===== config.mk =====
export PLATFORM = sky130hd
export DESIGN_NAME = rom_bar_ctrl
export DESIGN_NICKNAME = d
export VERILOG_FILES = /design/src/rtl/rom_bar_pkg.sv /design/src/rtl/rom_bar_store.sv /design/src/rtl/rom_map_decide.sv /design/src/rtl/rom_evt_seq.sv /design/src/rtl/rom_bar_ctrl.sv
export SDC_FILE = /design/constraint.sdc
export NUM_CORES = 1
export LEC_CHECK = 0
export BUFFER_PORTS_ARGS = -buffer_cell sky130_fd_sc_hd__clkbuf_2
export CAP_MARGIN = 20
export CORE_ASPECT_RATIO = 0.7
export CORE_UTILIZATION = 53
export DETAILED_ROUTE_END_ITERATION = 10
export GPL_TIMING_DRIVEN = 0
export PLACE_DENSITY = 0.83
export SYNTH_ARGS = -nofsm -noshare
export SYNTH_HDL_FRONTEND = slang
export SYNTH_SLANG_ARGS = --single-unit

===== constraint.sdc =====
create_clock -name clk -period 4.1 [get_ports clk]
set_input_delay 0.205 -clock clk [delete_from_list [all_inputs] [get_ports clk]]
set_output_delay 0.205 -clock clk [all_outputs]
set_load 0.01 [all_outputs]

===== src/rtl/rom_bar_pkg.sv =====
package rom_bar_pkg;

  // Action chosen for one accepted write
  typedef enum logic [1:0] {
    ACT_NONE  = 2'd0,
    ACT_MAP   = 2'd1,
    ACT_UNMAP = 2'd2,
    ACT_RELOC = 2'd3
  } map_act_e;

  // Event sequencer state
  typedef enum logic {
    SEQ_IDLE     = 1'b0,
    SEQ_MAP_NEXT = 1'b1
  } seq_state_e;

endpackage


===== src/rtl/rom_bar_store.sv =====
module rom_bar_store #(
  parameter int unsigned          ADDR_W   = 32,
  parameter logic [ADDR_W-1:0]    ROM_MASK = 32'hFFFF_0000
) (
  input  logic              clk,
  input  logic              rst_n,
  input  logic              wr_en,
  input  logic [ADDR_W-1:0] wr_data,
  output logic [ADDR_W-1:0] bar_q
);
  // writable bits: address field plus the enable in bit 0
  localparam logic [ADDR_W-1:0] KEEP = ROM_MASK | {{(ADDR_W-1){1'b0}}, 1'b1};

  always_ff @(posedge clk) begin
    if (!rst_n) begin
      bar_q <= '0;
    end else if (wr_en) begin
      bar_q <= wr_data & KEEP;
    end
  end
endmodule


===== src/rtl/rom_map_decide.sv =====
module rom_map_decide
  import rom_bar_pkg::*;
#(
  parameter int unsigned          ADDR_W   = 32,
  parameter logic [ADDR_W-1:0]    ROM_MASK = 32'hFFFF_0000
) (
  input  logic [ADDR_W-1:0] wr_data,
  input  logic [ADDR_W-1:0] mapped_addr,
  output map_act_e          act,
  output logic [ADDR_W-1:0] new_addr
);
  logic probe;
  logic en;
  logic have_map;

  always_comb begin
    new_addr = wr_data & ROM_MASK;
    probe    = (new_addr == ROM_MASK);
    en       = wr_data[0];
    have_map = (mapped_addr != '0);
    act      = ACT_NONE;
    if (!probe) begin
      if (en && (new_addr != '0)) begin
        if (new_addr != mapped_addr) begin
          act = have_map ? ACT_RELOC : ACT_MAP;
        end
      end else if (have_map) begin
        // enable clear, or enabled with a zero address
        act = ACT_UNMAP;
      end
    end
  end
endmodule


===== src/rtl/rom_evt_seq.sv =====
module rom_evt_seq
  import rom_bar_pkg::*;
#(
  parameter int unsigned          ADDR_W   = 32,
  parameter logic [ADDR_W-1:0]    ROM_MASK = 32'hFFFF_0000
) (
  input  logic              clk,
  input  logic              rst_n,
  input  logic              start,
  input  map_act_e          act,
  input  logic [ADDR_W-1:0] new_addr,
  output logic [ADDR_W-1:0] mapped_addr,
  output logic              busy,
  output logic              map_pulse,
  output logic              unmap_pulse,
  output logic [ADDR_W-1:0] evt_base,
  output logic [ADDR_W-1:0] evt_size
);
  localparam logic [ADDR_W-1:0] WIN_SIZE = ~ROM_MASK + {{(ADDR_W-1){1'b0}}, 1'b1};

  seq_state_e        state_q;
  logic [ADDR_W-1:0] pend_q;
  logic [ADDR_W-1:0] base_q;

  always_ff @(posedge clk) begin
    if (!rst_n) begin
      state_q     <= SEQ_IDLE;
      pend_q      <= '0;
      base_q      <= '0;
      mapped_addr <= '0;
      map_pulse   <= 1'b0;
      unmap_pulse <= 1'b0;
    end else begin
      map_pulse   <= 1'b0;
      unmap_pulse <= 1'b0;
      base_q      <= '0;
      if (state_q == SEQ_MAP_NEXT) begin
        map_pulse <= 1'b1;
        base_q    <= pend_q;
        state_q   <= SEQ_IDLE;
      end else if (start) begin
        unique case (act)
          ACT_MAP: begin
            map_pulse   <= 1'b1;
            base_q      <= new_addr;
            mapped_addr <= new_addr;
          end
          ACT_UNMAP: begin
            unmap_pulse <= 1'b1;
            base_q      <= mapped_addr;
            mapped_addr <= '0;
          end
          ACT_RELOC: begin
            unmap_pulse <= 1'b1;
            base_q      <= mapped_addr;
            pend_q      <= new_addr;
            mapped_addr <= new_addr;
            state_q     <= SEQ_MAP_NEXT;
          end
          default: ;
        endcase
      end
    end
  end

  assign busy     = (state_q == SEQ_MAP_NEXT);
  assign evt_base = base_q;
  assign evt_size = (map_pulse || unmap_pulse) ? WIN_SIZE : '0;
endmodule


===== src/rtl/rom_bar_ctrl.sv =====
module rom_bar_ctrl
  import rom_bar_pkg::*;
#(
  parameter int unsigned          ADDR_W   = 32,
  parameter logic [ADDR_W-1:0]    ROM_MASK = 32'hFFFF_0000
) (
  input  logic              clk,
  input  logic              rst_n,
  input  logic              wr_valid,
  output logic              wr_ready,
  input  logic [ADDR_W-1:0] wr_data,
  output logic [ADDR_W-1:0] rd_data,
  output logic              map_pulse,
  output logic              unmap_pulse,
  output logic [ADDR_W-1:0] evt_base,
  output logic [ADDR_W-1:0] evt_size
);
  logic              busy;
  logic              accept;
  logic [ADDR_W-1:0] mapped_addr;
  logic [ADDR_W-1:0] new_addr;
  map_act_e          act;

  assign wr_ready = !busy;

  generate
    if (ROM_MASK == '0) begin : g_no_rom
      // no ROM: writes are dropped entirely
      assign accept = 1'b0;
    end else begin : g_rom
      assign accept = wr_valid && wr_ready;
    end
  endgenerate

  rom_bar_store #(.ADDR_W(ADDR_W), .ROM_MASK(ROM_MASK)) u_store (
    .clk     (clk),
    .rst_n   (rst_n),
    .wr_en   (accept),
    .wr_data (wr_data),
    .bar_q   (rd_data)
  );

  rom_map_decide #(.ADDR_W(ADDR_W), .ROM_MASK(ROM_MASK)) u_decide (
    .wr_data     (wr_data),
    .mapped_addr (mapped_addr),
    .act         (act),
    .new_addr    (new_addr)
  );

  rom_evt_seq #(.ADDR_W(ADDR_W), .ROM_MASK(ROM_MASK)) u_seq (
    .clk         (clk),
    .rst_n       (rst_n),
    .start       (accept),
    .act         (act),
    .new_addr    (new_addr),
    .mapped_addr (mapped_addr),
    .busy        (busy),
    .map_pulse   (map_pulse),
    .unmap_pulse (unmap_pulse),
    .evt_base    (evt_base),
    .evt_size    (evt_size)
  );
endmodule


==> flow_summary.yaml <==
floorplanning:
  fp.dieW_um: 98.1
  initial_core_util: 0.548
  row_count: 24
  core_um2: 6250
  dieArea_um2: 6790
  ios: 134
  die_y_um: 69.3
synthesis:
  synthesis.area_um2: 3420
  yosys.area.top_type_share: 0.398
  synthFlopType: "dfxtp_1"
  yosys_warnings: 0
  synthArstFlopShare: 0
  syn_inst: 395
  yosys.area.top_type: "dfxtp_1"
  synth_edf_count: 0
  synthDistinctLibCells: 36
  synth.avg_cell_area_um2: 8.67
  seq_area_frac_synth: 0.398
  synth-seq-cells: 68
  synthTopCellsByArea: "dfxtp_1 (40%), buf_4 (15%), nand2_1 (7.6%), a221o_1 (4.4%), o2bb2ai_1 (4.1%)"
routing:
  dr.pass1.iters: 7
  drtIter0Drc: 280
  vias_per_cell: 5.24
  highest_layer: "met4"
  avgRoutedWirePerCell_um: 14.0
  wirelength_um: 8260
  routed-wl-met3_um: 745
  via_count: 3098
  wl_met1_um: 3840
  drc: 2
  wl_met2_um: 3600
  final_antenna_net_count: 0
timing:
  fin_crit_ns: 2.35
  skew_ns: 0.0108
  fmax_mhz: 425
  hold_viol: 0
  slew_headroom: 0.558
  finalCritPeriodShare: 0.574
  setup_tns_ns: 0
  rsz0062_at_grt: "false"
  setup_viol: 0
  tightest_slew_ns: 0.662
  maxSlewViolCount: 0
clocking:
  cts_buffers: 9
  cts_max_level: 3
  clkSinkCount: 68
  cts_hold_buf: 0
  post_cts_buffers: 0
  cts_resized: 0
  clk-insertion-delay-late_ns: 0.35
  cts_tree: "yes"
  clk_pin_slew_ns: 0.08
  clock_path_buffers: 2
  cts-root-buf: "clkbuf_8"
place:
  dp_hpwl_um: 6180
  place_congestion: 0.913
  placed_cell_area_um2: 3960
  portBuffers: 41
layout:
  drive_gt1_frac: 0.290
  final_nets: 543
  fin_util: 0.667
  stdcell_area_um2: 4170
  synthToLayoutAreaGrowth_pct: 21.7
  multiInputGateArea_um2: 1610
  final_cell_mix: "nand2_1 (69), buf_4 (68), dfxtp_1 (68)"
  layout_commonest_cell: "nand2_1"
  register_area_um2: 1360
  fillers: 522
  antennaDiodeCount: 0
global_route:
  grt_pass1_vias: 2773
  antenna_found_initial: 0
  grt-ovfl-total: 0
  grt_max_degree: 13
  grt_pass1_wl_um: 13500
  grt.total_usage: 0.253
pwr:
  p_leak_nw: 2.00
  p_total_w: 0.00157
  vdd_drop_max_uv: 168
  p_per_area_nw_per_um2: 376
min_path:
  holdPathStages: 3
  hold_path_end: "u_store.bar_q[0]"
  hold_path_class: "primary input to register"
  min_from: "wr_data[0]"
worst_setup_path:
  crit_start: "u_seq.busy"
  slowest_delay_ns: 0.61
  worstRegToRegCells: 7
  cp_max_fo: 10
  cpMaxStageDelayCell: "a211oi_2"
  crit_top_cell: "buf_2"
  r2r-start: "u_seq.busy"
  reg2reg_slack_ns: 1.75
  critical_path.cell_chain: "nor2b_1 > buf_2 > o41a_1 > nand2_1 > a211oi_2 > buf_2 > a221o_1"
  arrival_ns: 2.63
  r2r_end: "u_seq.evt_base[25]"
  end_kind: "register"
  required_ns: 4.38
  worst_setup_path_start_kind: "register"
  criticalPathCategory: "register to register"
outcome:
  violations: "design-rule violations"
  status: "complete, but fails checks"
run:
  drv_cap: 0
power by group:
part | internal [W] | switching, W
Clock | 0.000314 | 0.000261
Sequential | 0.000696 | 0.0000232
Combinational | 0.000111 | 0.000162
stage by stage:
| step | setup WS [ns] | hold slack [ns] | cells |
|---|---|---|---|
| global route | 1.53 | 0.0769 | 591 |
| CTS | 1.81 | 0.0807 | 591 |
| floorplan | 2.06 | 0.322 | 456 |
| detailed placement | 1.72 | 0.450 | 575 |
| finish | 1.75 | 0.0911 | 591 |
| global placement | 1.79 | 0.443 | 575 |
worst max-delay path: cells and delay by family, from the launching register on:
kind                   cells  cell delay (ns)
AO/OA/AOI/OAI              3             1.05
buffers and inverters      2             0.57
AND/OR/NAND/NOR            2             0.26
flip-flops                 1             0.39
sequential cells by signal, indices dropped and copies added (netlist names):
name,count
u_seq.busy,1
u_seq.evt_base,16
u_seq.map_pulse,1
u_seq.mapped_addr,16
u_seq.pend_q,16
u_seq.unmap_pulse,1
u_store.bar_q,17
synth_stat cells, types with 2 or more instances:
| master | number |
|---|---|
| buf_6 | 2 |
| and2_1 | 2 |
| clkbuf_1 | 17 |
| buf_2 | 13 |
| inv_1 | 4 |
| o2bb2ai_1 | 16 |
| a21oi_1 | 19 |
| a221o_1 | 15 |
| xor2_1 | 16 |
| o22ai_1 | 15 |
| o41a_1 | 2 |
| nor4_1 | 13 |
| nand4_1 | 20 |
| nand2_1 | 69 |
| buf_4 | 68 |
| and3_1 | 16 |
| dfxtp_1 | 68 |
| nand4_2 | 2 |
metal layers:
metal / track usage / up-vias
met5: 0 / -
met4: 0.0657 / 0
met3: 0.0736 / 12
met2: 0.358 / 149
met1: 0.372 / 1439
li1: - / 1498
how the worst max path moves through the flow:
stage	endpoint	cells after the start	slack (ns)
after floorplan	u_seq.evt_base[21]	8	2.06
after global placement	u_seq.evt_base[25]	8	1.79
after detailed placement	u_seq.evt_base[25]	7	1.72
after CTS	u_seq.mapped_addr[30]	7	1.81
after global routing	u_seq.mapped_addr[30]	7	1.53
final	u_seq.evt_base[25]	7	1.75
cell families after synthesis:
kind of cell / synth area share
and+or+nand+nor: 0.198
DFF: 0.398
other: 0.00110
buffers and inverters: 0.200
xor gates and xnor gates: 0.0409
AOI/OAI and AO/OA: 0.163
area by class of cell:
type | instances | area share
inverters | 4 | 0.00360
well taps | 78 | 0.0234
multi-input cells | 282 | 0.385
plain buffers | 102 | 0.161
flip-flops and latches | 68 | 0.327
clock inverters | 5 | 0.0144
clock buffers | 11 | 0.0363
repair buffers | 41 | 0.0492
Power figures use the tool's default switching activity.
